==> src/rtl/uirq_pkg.sv <==
// Shared register offsets, source indices and select encoding for the
// interrupt mask/status bank. Offsets are byte addresses on a word map.
package uirq_pkg;

    localparam int OFF_ENA  = 'h08;
    localparam int OFF_DIS  = 'h0C;
    localparam int OFF_MASK = 'h10;
    localparam int OFF_STAT = 'h14;
    localparam int OFF_CHAN = 'h2C;

    localparam int SRC_RX_TRIG  = 0;
    localparam int SRC_RX_EMPTY = 1;
    localparam int SRC_RX_FULL  = 2;
    localparam int SRC_TX_EMPTY = 3;
    localparam int SRC_TX_FULL  = 4;
    localparam int SRC_OVERRUN  = 5;
    localparam int SRC_FRAMING  = 6;
    localparam int SRC_PARITY   = 7;
    localparam int SRC_RX_TOUT  = 8;

    typedef enum logic [2:0] {
        SEL_NONE,
        SEL_ENA,
        SEL_DIS,
        SEL_MASK,
        SEL_STAT,
        SEL_CHAN
    } reg_sel_e;

endpackage

==> src/rtl/uirq_addr_dec.sv <==
// Address decoder: maps a byte address to a register select.
// Assumes word-aligned registers; address bits [1:0] are ignored.
module uirq_addr_dec
    import uirq_pkg::*;
#(
    parameter int ADDR_W = 8
) (
    input  logic [ADDR_W-1:0] addr,
    output reg_sel_e          sel
);
    localparam int WORD_W = ADDR_W - 2;

    logic [WORD_W-1:0] word;
    logic [1:0]        unused_lsb;

    assign word       = addr[ADDR_W-1:2];
    assign unused_lsb = addr[1:0];

    // Compare the word index against each register offset.
    always_comb begin
        sel = SEL_NONE;
        if (word == WORD_W'(OFF_ENA >> 2))  sel = SEL_ENA;
        if (word == WORD_W'(OFF_DIS >> 2))  sel = SEL_DIS;
        if (word == WORD_W'(OFF_MASK >> 2)) sel = SEL_MASK;
        if (word == WORD_W'(OFF_STAT >> 2)) sel = SEL_STAT;
        if (word == WORD_W'(OFF_CHAN >> 2)) sel = SEL_CHAN;
    end

endmodule

==> src/rtl/uirq_mask_bank.sv <==
// Mask register: set-by-one and clear-by-one vectors, one flop per source.
// Assumes set and clear come from separate write strobes; clear wins if both.
module uirq_mask_bank #(
    parameter int NUM_SRC = 9
) (
    input  logic               clk,
    input  logic               rst_n,
    input  logic [NUM_SRC-1:0] set_vec,
    input  logic [NUM_SRC-1:0] clr_vec,
    output logic [NUM_SRC-1:0] mask
);
    for (genvar b = 0; b < NUM_SRC; b++) begin : g_bit
        // Per-bit mask flop with clear priority.
        always_ff @(posedge clk) begin
            if (!rst_n)          mask[b] <= 1'b0;
            else if (clr_vec[b]) mask[b] <= 1'b0;
            else if (set_vec[b]) mask[b] <= 1'b1;
        end
    end

endmodule

==> src/rtl/uirq_status_bank.sv <==
// Sticky status register: a hit sets a bit, a write-one clears it, set wins.
// Assumes hits are already gated by the mask.
module uirq_status_bank #(
    parameter int NUM_SRC = 9
) (
    input  logic               clk,
    input  logic               rst_n,
    input  logic [NUM_SRC-1:0] hit_vec,
    input  logic [NUM_SRC-1:0] w1c_vec,
    output logic [NUM_SRC-1:0] status
);
    for (genvar b = 0; b < NUM_SRC; b++) begin : g_bit
        // Per-bit sticky flop with set priority over clear.
        always_ff @(posedge clk) begin
            if (!rst_n)          status[b] <= 1'b0;
            else if (hit_vec[b]) status[b] <= 1'b1;
            else if (w1c_vec[b]) status[b] <= 1'b0;
        end
    end

endmodule

==> src/rtl/uirq_bank.sv <==
// Top: interrupt mask/status bank for a serial port.
// Decodes the register port, drives the mask and status banks, and returns
// registered read data one cycle after a read strobe. Assumes one access
// per cycle and NUM_SRC <= DATA_W.
module uirq_bank
    import uirq_pkg::*;
#(
    parameter int NUM_SRC = 9,
    parameter int DATA_W  = 32,
    parameter int ADDR_W  = 8
) (
    input  logic               clk,
    input  logic               rst_n,
    input  logic               reg_wr,
    input  logic               reg_rd,
    input  logic [ADDR_W-1:0]  reg_addr,
    input  logic [DATA_W-1:0]  reg_wdata,
    output logic [DATA_W-1:0]  reg_rdata,
    input  logic [NUM_SRC-1:0] src_evt,
    input  logic [NUM_SRC-1:0] src_lvl,
    output logic               irq
);
    localparam int PAD_W = DATA_W - NUM_SRC;

    reg_sel_e           sel;
    logic [NUM_SRC-1:0] wbits;
    logic [NUM_SRC-1:0] set_vec;
    logic [NUM_SRC-1:0] clr_vec;
    logic [NUM_SRC-1:0] w1c_vec;
    logic [NUM_SRC-1:0] hit_vec;
    logic [NUM_SRC-1:0] mask_q;
    logic [NUM_SRC-1:0] stat_q;
    logic [DATA_W-1:0]  rd_val;
    logic [PAD_W-1:0]   unused_wdata;

    assign wbits        = reg_wdata[NUM_SRC-1:0];
    assign unused_wdata = reg_wdata[DATA_W-1:NUM_SRC];

    uirq_addr_dec #(.ADDR_W(ADDR_W)) u_dec (
        .addr (reg_addr),
        .sel  (sel)
    );

    // Write strobes turned into per-bit set, clear and write-one-clear vectors.
    always_comb begin
        set_vec = (reg_wr && sel == SEL_ENA)  ? wbits : '0;
        clr_vec = (reg_wr && sel == SEL_DIS)  ? wbits : '0;
        w1c_vec = (reg_wr && sel == SEL_STAT) ? wbits : '0;
        hit_vec = src_evt & mask_q;
    end

    uirq_mask_bank #(.NUM_SRC(NUM_SRC)) u_mask (
        .clk     (clk),
        .rst_n   (rst_n),
        .set_vec (set_vec),
        .clr_vec (clr_vec),
        .mask    (mask_q)
    );

    uirq_status_bank #(.NUM_SRC(NUM_SRC)) u_stat (
        .clk     (clk),
        .rst_n   (rst_n),
        .hit_vec (hit_vec),
        .w1c_vec (w1c_vec),
        .status  (stat_q)
    );

    // Read multiplexer; write-only and unmapped registers return zero.
    always_comb begin
        rd_val = '0;
        case (sel)
            SEL_MASK: rd_val[NUM_SRC-1:0] = mask_q;
            SEL_STAT: rd_val[NUM_SRC-1:0] = stat_q;
            SEL_CHAN: rd_val[NUM_SRC-1:0] = src_lvl;
            default:  rd_val = '0;
        endcase
    end

    // Registered read data, zero when no read is in progress.
    always_ff @(posedge clk) begin
        if (!rst_n)      reg_rdata <= '0;
        else if (reg_rd) reg_rdata <= rd_val;
        else             reg_rdata <= '0;
    end

    assign irq = |stat_q;

endmodule

==> config.mk <==
export PLATFORM = sky130hd
export DESIGN_NAME = uirq_bank
export DESIGN_NICKNAME = d
export VERILOG_FILES = /design/src/rtl/uirq_pkg.sv /design/src/rtl/uirq_addr_dec.sv /design/src/rtl/uirq_mask_bank.sv /design/src/rtl/uirq_status_bank.sv /design/src/rtl/uirq_bank.sv
export SDC_FILE = /design/constraint.sdc
export NUM_CORES = 1
export LEC_CHECK = 0
export ABC_AREA = 1
export CAP_MARGIN = 20
export CORE_UTILIZATION = 45
export DETAILED_ROUTE_END_ITERATION = 7
export DONT_BUFFER_PORTS = 1
export GPL_TIMING_DRIVEN = 0
export PLACE_DENSITY = 0.64
export SKIP_LAST_GASP = 1
export SYNTH_ARGS = -nofsm -noshare
export SYNTH_HDL_FRONTEND = slang
export SYNTH_SLANG_ARGS = --single-unit
export TNS_END_PERCENT = 20
==> constraint.sdc <==
create_clock -name clk -period 1.3 [get_ports clk]
set_clock_uncertainty 0.15 [all_clocks]
set_input_delay 0.13 -clock clk [delete_from_list [all_inputs] [get_ports clk]]
set_output_delay 0.13 -clock clk [all_outputs]
set_load 0.02 [all_outputs]
==> flow_summary_export.csv, run 1 <==
group,metric,value,unit
outcome,status,"finished, violations left",
outcome,violations,"negative setup slack",
run,cap_viol_max_count,0,
global_route,grt-ovfl-total,0,
synthesis,ys_types,24,
synthesis,syn-instance-count,221,
place,port_buffers,0,
clock_network,cts_tree,"done",
final_layout,area_growth,34.2,%
clock_network,htree_num_levels,1,
place,dp_hpwl,2650,um
route,route.met2.wl,1640,um
synthesis,synthArstFlopShare,0,
synthesis,ys_ff_latch,27,
hold_path,hold_class,"in2reg",
floorplan,core,3150,um2
clock_network,clockBufferDepth,2,
timing,period_share,1.09,
synthesis,yosysSeqAreaShare,0.349,
route,drc,0,
synthesis,yosysTopAreaCell,"dfxtp_1",
worst_setup_path,end_kind,"primary output",
synthesis,synth-main-ff-cell,"dfxtp_1",
synthesis,synth.cell_area,1550,um2
timing,fin_ws,-0.115,ns
worst_setup_path,crit_type,"reg2out",
worst_setup_path,worstPathMaxFanout,2,
power_and_ir_drop,internal_power,1.09,mW
clock_network,clkLatencyLatePin,0.32,ns
route,routed.top_layer,"met4",
power_and_ir_drop,power_density,724,nW/um2
worst_setup_path,worstPathRequired,1.02,ns
synthesis,synthTopCellsByCount,"nand2_1, nor2_1, nand3_1",
floorplan,io_pins,95,
worst_setup_path,critPathLaunchType,"flop",
power_and_ir_drop,ir_drop,0.759,mV
timing,fmax,0.707,GHz
global_route,grt_pass1_wl,5820,um
final_layout,layout.nets,343,
power_and_ir_drop,p_seq_frac,0.553,
global_route,grtUsageTotal,0.209,
power_and_ir_drop,clkPwrFrac,0.240,
final_layout,drive_above_1_share,0.164,
synthesis,syn_avg_cell_area,7.00,um2
worst_setup_path,cp.arrival,1.14,ns
timing,rsz0062_at_grt,"yes",
route,drt-met1-wl,1660,um
power_and_ir_drop,combPwrFrac,0.207,
clock_network,clkSinkCount,27,
floorplan,start_util,0.491,
place,routabilityCongestion,0.748,
timing,slew_viol_final,0,
route,drtIter0Drc,64,
synthesis,yosysTopAreaCellShare,0.349,
timing,setup_violations,1,
floorplan,dieArea,3680,um2
route,final_antenna_net_count,0,
timing,min_period,1.42,ns
place,pre_cts_slack,-0.00368,ns
power_and_ir_drop,power.leakage,0.980,nW
route,viasPerCell,4.66,
route,wl_per_cell,11.2,um
clock_network,cts_root_buf,"clkbuf_4",
power_and_ir_drop,switching_share,0.274,
route,dr.pass1.iters,4,
final_layout,nFillCells,322,
power_and_ir_drop,power_switching,413,uW
synthesis,synth_warnings,0,
floorplan,die_h,60.6,um
synthesis,synth_edf_count,0,
route,drt-total-wl,3630,um
global_route,grt_max_degree,15,
route,dr_total_vias,1509,
clock_network,cts.clk_slew.worst_paths,0.14,ns
floorplan,rows,20,
final_layout,diodes,0,
global_route,grt_pass1_vias,1289,
global_route,antenna_found_initial,0,
timing,hold_viol,0,
final_layout,utilization,0.659,
clock_network,numCtsBuffers,3,
synthesis,synthTopCellsByArea,"dfxtp_1, buf_4, nand3_1, nand2_1, nor2_1",
floorplan,die_x,60.6,um
route,wl_met3,312,um
-- sequential cells by signal (all words and copies together), names as in the netlist --
register       flops
reg_rdata          9
u_mask.mask        9
u_stat.status      9
-- power groups by stage --
stage / combinational [mW] / sequential (mW) / clock [mW]
after floorplan: 0.199 / 0.850 / 0
after global placement: 0.220 / 0.850 / 0
after detailed placement: 0.221 / 0.850 / 0
after CTS: 0.303 / 0.833 / 0.375
after global routing: 0.337 / 0.833 / 0.407
final: 0.311 / 0.832 / 0.361
-- through the flow --
step | hold WS [ns] | cells | TNS, ns | area, um2 | power (mW)
after floorplan | 0.127 | 243 | 0 | 1630 | 1.05
final | 0.0101 | 324 | -0.115 | 2080 | 1.50
after global placement | 0.133 | 287 | 0 | 1690 | 1.07
after CTS | 0.00512 | 323 | -0.132 | 2040 | 1.51
after detailed placement | 0.136 | 287 | -0.00368 | 1690 | 1.07
after global routing | 0.0294 | 324 | -0.191 | 2080 | 1.58
-- what timing repair did --
action | in CTS | in global routing
setup endpoints to repair | 1 | 10
pin swaps | 2 | 2
hold endpoints to repair | 27 | 0
setup buffers | 1 | 1
hold buffers | 31 | 0
cloned | 0 | 0
gates resized for setup | 4 | 2
-- metal layers --
metal / track usage / vias to the layer above
met3: 0.0448 / 2
met5: 0 / -
met1: 0.281 / 643
met2: 0.345 / 65
met4: 0.0422 / 0
li1: - / 799
-- cells by family (layout without fill, tap and decap cells) --
| family | after synthesis | in the layout | share of synthesized area |
|---|---|---|---|
| simple gates | 121 | 121 | 0.386 |
| other cells | 1 | 23 | 0.00242 |
| buf+inv | 54 | 91 | 0.205 |
| compound gates | 18 | 18 | 0.0582 |
| flops | 27 | 27 | 0.349 |
-- final timing paths --
| check | cells past startpoint | end | start | slack, ns |
|---|---|---|---|---|
| setup reg to reg | 5 | reg_rdata[4] | u_stat.status[4] | 0.36 |
| hold / removal | 5 | reg_rdata[4] | reg_addr[2] | 0.01 |
| setup / recovery | 2 | irq | u_stat.status[4] | -0.12 |
| hold reg to reg | 2 | u_stat.status[3] | u_mask.mask[3] | 0.34 |
-- area by class of cell --
class,count,area (um2),area share
Buffer,30,226,0.109
Clock buffer,4,26.3,0.0127
Inverter,24,90.1,0.0434
Multi-Input combinational cell,162,798,0.384
Sequential cell,27,543,0.261
Tap cell,44,55.1,0.0265
Timing Repair Buffer,33,338,0.163
-- critical path, cell delays in order, from the launching register on --
cell and delay [ns]:
dfxtp_2 0.36, nor4_4 0.27, nand3_2 0.18
-- cells in the final DEF, fill, tap and decap left out, drive strengths merged --
cell,n
inv,21
dlygate4sd3,31
conb,23
nand3,28
nand4,20
nand2,34
o21ai,9
clkbuf,7
dfxtp,27
a21oi,9
nor3,2
nor2,36
buf,29
clkinv,3
nor4,1
Note: power is estimated with default switching activity, not from simulation.
==> inputs of run 2 (changes only) <==
Clock period 1.3 ns to 1.39 ns, I/O delays scaled along.
==> run 2 against run 1 <==
The run still ends with negative setup slack left; register-to-register slack improved by 0.09 ns; routed wire length rose by 2.2%; sequential share of layout area decreased by 0.49 points; hold slack hardly changed; critical path type unchanged; largest cell class unchanged; highest routed layer unchanged.
==> flow_summary_export.csv, run 2 (synthesis results as in run 1) <==
group,metric,value,unit
place,routabilityCongestion,0.748,
hold_path,hold_class,"in2reg",
power_and_ir_drop,power_switching,389,uW
worst_setup_path,startpoint,"u_stat.status[4]",
timing,rsz0062_at_grt,"yes",
worst_setup_path,critPathMaxStageDelay,0.36,ns
worst_setup_path,crit_path_top_delay_cell,"dfxtp_2",
worst_setup_path,cp_top_family,"simple AND/OR/NAND/NOR gates",
floorplan,die_x,60.6,um
global_route,grt_pass1_vias,1320,
final_layout,utilization,0.671,
final_layout,nFillCells,322,
timing,slew_viol_final,0,
final_layout,reg_top3,"reg_rdata x9, u_mask.mask x9, u_stat.status x9",
place,pre_cts_slack,0.0773,ns
timing,fin_ws,-0.0341,ns
final_layout,diodes,0,
global_route,grt_use_met1,0.290,
clock_network,numCtsBuffers,3,
clock_network,clkLatencyLatePin,0.32,ns
timing,fmax,0.702,GHz
worst_setup_path,end_kind,"primary output",
global_route,grt-ovfl-total,0,
worst_setup_path,worstPathMaxFanout,2,
worst_setup_path,worstPathRequired,1.10,ns
worst_setup_path,r2r_start,"u_stat.status[4]",
route,viasPerCell,4.71,
global_route,grtUsageMet2,0.353,
final_layout,instances_no_fill,329,
power_and_ir_drop,p_seq_frac,0.554,
route,drc,0,
power_and_ir_drop,ir_drop,0.712,mV
global_route,grt_pass1_wl,5950,um
power_and_ir_drop,power,1.41,mW
final_layout,layout_commonest_cell,"dlygate4sd3_1",
power_and_ir_drop,power.leakage,0.979,nW
worst_setup_path,crit_chain,"nor4_4, nand3_2",
floorplan,dieArea,3680,um2
clock_network,cts.clk_slew.worst_paths,0.14,ns
route,drtIter0Drc,72,
timing,min_period,1.42,ns
global_route,grt_max_degree,15,
timing,period_share,1.02,
place,dp_hpwl,2650,um
global_route,antenna_found_initial,0,
route,dr.pass1.iters,4,
route,final_antenna_net_count,0,
worst_setup_path,cp.arrival,1.14,ns
power_and_ir_drop,switching_share,0.277,
place,port_buffers,0,
route,drt-total-wl,3710,um
global_route,grtUsageTotal,0.214,
worst_setup_path,path_buf_inv,0,
final_layout,layout.nets,348,
floorplan,core,3150,um2
global_route,use_met3,0.0448,
floorplan,start_util,0.491,
timing,setup_violations,2,
power_and_ir_drop,internal_power,1.02,mW
final_layout,area_growth,36.8,%
timing,hold_viol,0,
hold_path,min-delay-start,"reg_addr[3]",
final_layout,drive_above_1_share,0.158,
outcome,status,"finished, violations left",
floorplan,die_h,60.6,um
clock_network,cts_root_buf,"clkbuf_4",
clock_network,cts_tree,"done",
worst_setup_path,critPathLaunchType,"flop",
power_and_ir_drop,combPwrFrac,0.203,
clock_network,clockBufferDepth,2,
place,placed_cells_incl_taps,287,
floorplan,io_pins,95,
route,dr_total_vias,1551,
final_layout,final_cell_mix,"dlygate4sd3_1, nor2_1, nand2_1",
clock_network,htree_num_levels,1,
clock_network,clkSinkCount,27,
floorplan,rows,20,
worst_setup_path,crit_type,"reg2out",
run,cap_viol_max_count,0,
route,wl_per_cell,11.3,um
outcome,violations,"negative setup slack",
power_and_ir_drop,power_density,664,nW/um2
global_route,busiest_layer,"met2",
power_and_ir_drop,clkPwrFrac,0.243,
-- run 2: power by group through the flow --
stage / Combinational, mW / Sequential [mW] / Clock, mW
finish: 0.285 / 0.779 / 0.342
global route: 0.309 / 0.780 / 0.383
CTS: 0.281 / 0.779 / 0.351
detailed placement: 0.207 / 0.795 / 0
global placement: 0.206 / 0.795 / 0
floorplan: 0.186 / 0.795 / 0
-- run 2: worst paths after layout --
kind                                          to  slack [ns]  cells past startpoint
worst min register to register  u_stat.status[3]        0.35                      2
worst min-delay path                reg_rdata[4]        0.01                      5
worst max-delay path                         irq       -0.03                      2
worst max register to register      reg_rdata[4]        0.45                      5
-- run 2: cell type report --
cell class / instances / area, um2 / share of cell area
sequential: 27 / 543 / 0.257
multi-input combinational: 162 / 798 / 0.377
tap: 44 / 55.1 / 0.0260
inverter: 24 / 90.1 / 0.0426
timing repair buffer: 38 / 378 / 0.178
buffer: 30 / 226 / 0.107
clock buffer: 4 / 26.3 / 0.0124
-- run 2: worst register-to-register path, stage by stage, from the launching register on --
cell	delay [ns]
dfxtp_2	0.36
buf_4	0.14
inv_1	0.05
nor2_1	0.04
nor2_1	0.09
nor2_1	0.04
-- run 2: what timing repair did --
item | CTS | global route
hold buffers | 37 | 0
buffers inserted | 1 | 0
pin swaps | 2 | 1
resized for setup | 4 | 2
endpoints found under the hold margin | 27 | 0
endpoints found under the setup margin | 1 | 8
-- run 2: per-stage QoR --
| stage | TNS, ns | hold WS [ns] | instance area (um2) |
|---|---|---|---|
| 2_1_floorplan | 0 | 0.136 | 1630 |
| 3_3_place_gp | 0 | 0.142 | 1690 |
| 3_5_place_dp | 0 | 0.145 | 1690 |
| 4_1_cts | -0.0514 | 0.00819 | 2100 |
| 5_1_grt | -0.284 | 0.0297 | 2120 |
| 6_report | -0.0494 | 0.00982 | 2120 |
-- run 2: routing by layer --
| layer | part of all wire | vias up |
|---|---|---|
| li1 | - | 811 |
| met1 | 0.47 | 674 |
| met2 | 0.46 | 64 |
| met3 | 0.070 | 2 |
| met4 | 0.0035 | 0 |
| met5 | 0 | - |
==> inputs of run 3 (changes only) <==
Settings changed: CORE_MARGIN set to 1.5.
==> run 3 against run 2 <==
Clock-buffer cell count unchanged; the flow still finishes with violations (negative setup slack); fmax down 2.1%; sequential share of layout area is essentially flat; final cell count increased by 0.61%; first-iteration DRC count up 11%; power rose by 0.33%; cell area down 0.12%; via count fell by 0.90%; global-route usage is 1.2 points lower.
==> flow_summary_export.csv, run 3 (synthesis results as in run 1) <==
group,metric,value,unit
route,drt-total-wl,3700,um
timing,setup_violations,1,
final_layout,layout_commonest_cell,"dlygate4sd3_1",
run,cap_viol_max_count,0,
final_layout,drive_above_1_share,0.154,
floorplan,die_x,61.6,um
clock_network,cts.clk_slew.worst_paths,0.15,ns
power_and_ir_drop,power_density,667,nW/um2
worst_setup_path,worstPathRequired,1.10,ns
final_layout,reg_top3,"reg_rdata x9, u_mask.mask x9, u_stat.status x9",
outcome,violations,"negative setup slack",
global_route,antenna_found_initial,0,
timing,min_period,1.45,ns
floorplan,io_pins,95,
worst_setup_path,end_kind,"primary output",
final_layout,area_growth,36.6,%
clock_network,cts_root_buf,"clkbuf_4",
timing,fmax,0.688,GHz
timing,rsz0062_at_grt,"yes",
timing,slew_viol_final,0,
global_route,grtUsageTotal,0.202,
final_layout,layout.nets,348,
route,dr_total_vias,1537,
route,viasPerCell,4.64,
route,final_antenna_net_count,0,
final_layout,instances_no_fill,331,
global_route,grt_max_degree,15,
final_layout,utilization,0.639,
clock_network,clkSinkCount,27,
floorplan,start_util,0.467,
worst_setup_path,critPathLaunchType,"flop",
global_route,grt_pass1_vias,1325,
clock_network,clkLatencyLatePin,0.32,ns
place,port_buffers,0,
clock_network,htree_num_levels,1,
worst_setup_path,cp.arrival,1.17,ns
timing,setup-tns-final,-0.0644,ns
timing,fin_ws,-0.0644,ns
timing,whs,0.0139,ns
final_layout,final_cell_mix,"dlygate4sd3_1, nor2_1, nand2_1",
timing,hold_viol,0,
route,drc,0,
hold_path,hold_class,"in2reg",
worst_setup_path,worstPathMaxFanout,2,
floorplan,rows,21,
floorplan,die_h,61.6,um
floorplan,core,3310,um2
place,routabilityCongestion,0.743,
outcome,status,"finished, violations left",
route,dr.pass1.iters,4,
power_and_ir_drop,power.leakage,0.978,nW
route,wl_per_cell,11.2,um
floorplan,dieArea,3800,um2
timing,period_share,1.05,
power_and_ir_drop,power,1.41,mW
place,placed_cells_incl_taps,289,
worst_setup_path,crit_type,"reg2out",
route,drtIter0Drc,80,
clock_network,numCtsBuffers,3,
global_route,grt_pass1_wl,5820,um
final_layout,diodes,0,
global_route,grt-ovfl-total,0,
clock_network,cts_tree,"done",
place,dp_hpwl,2710,um
power_and_ir_drop,ir_drop,0.333,mV
clock_network,clockBufferDepth,2,
[run 3: cell counts in the layout (fill, tap and decap cells not counted)]
No cell type changed its count.
[run 3: worst max-delay path: stages, from the launching register on]
cell,delay (ns)
dfxtp_2,0.36
nor4_4,0.29
nand3_2,0.19
[run 3: repair_timing]
| action | 4_1_cts | 5_1_grt |
|---|---|---|
| setup buffers | 1 | 0 |
| pin swaps | 2 | 1 |
| setup endpoints to repair | 1 | 8 |
| endpoints found under the hold margin | 27 | 0 |
| gates cloned | 0 | 0 |
| resized for setup | 5 | 0 |
| hold buffers | 37 | 0 |
[run 3: power by group]
group          leakage [nW]  switching, mW  total, mW  internal, mW
combinational         0.745          0.156      0.284         0.128
sequential            0.218        0.00238      0.779         0.776
clock                0.0150          0.235      0.347         0.112
[run 3: routing by layer]
layer | global-route usage | up-vias | routed length [um] | part of all wire
met4 | 0.0669 | 0 | 15 | 0.0041
met3 | 0.0252 | 2 | 189 | 0.051
li1 | - | 810 | - | -
met2 | 0.332 | 49 | 1760 | 0.48
met1 | 0.272 | 676 | 1740 | 0.47
met5 | 0 | - | 0 | 0
[run 3: path summary, 6_finish.rpt]
check	depth (start not counted)	slack [ns]	end	start
worst max-delay path	2	-0.06	irq	u_stat.status[8]
worst min-delay path	5	0.01	reg_rdata[6]	reg_addr[3]
worst max register to register	5	0.41	reg_rdata[8]	u_stat.status[8]
worst min register to register	2	0.34	u_stat.status[4]	u_mask.mask[4]
[run 3: cell type report]
class                   count  area, um2
plain buffers              30        226
clock buffers               4       26.3
fillers                   324       1200
inverters                  24       90.1
multi-input cells         162        793
flip-flops and latches     27        543
well taps                  46       57.6
repair buffers             38        378
[run 3: through the flow]
| step | setup WS, ns | cell area (um2) |
|---|---|---|
| floorplan | 0.293 | 1630 |
| global placement | 0.105 | 1690 |
| detailed placement | 0.101 | 1690 |
| CTS | -0.0766 | 2110 |
| global route | -0.106 | 2110 |
| finish | -0.0644 | 2110 |
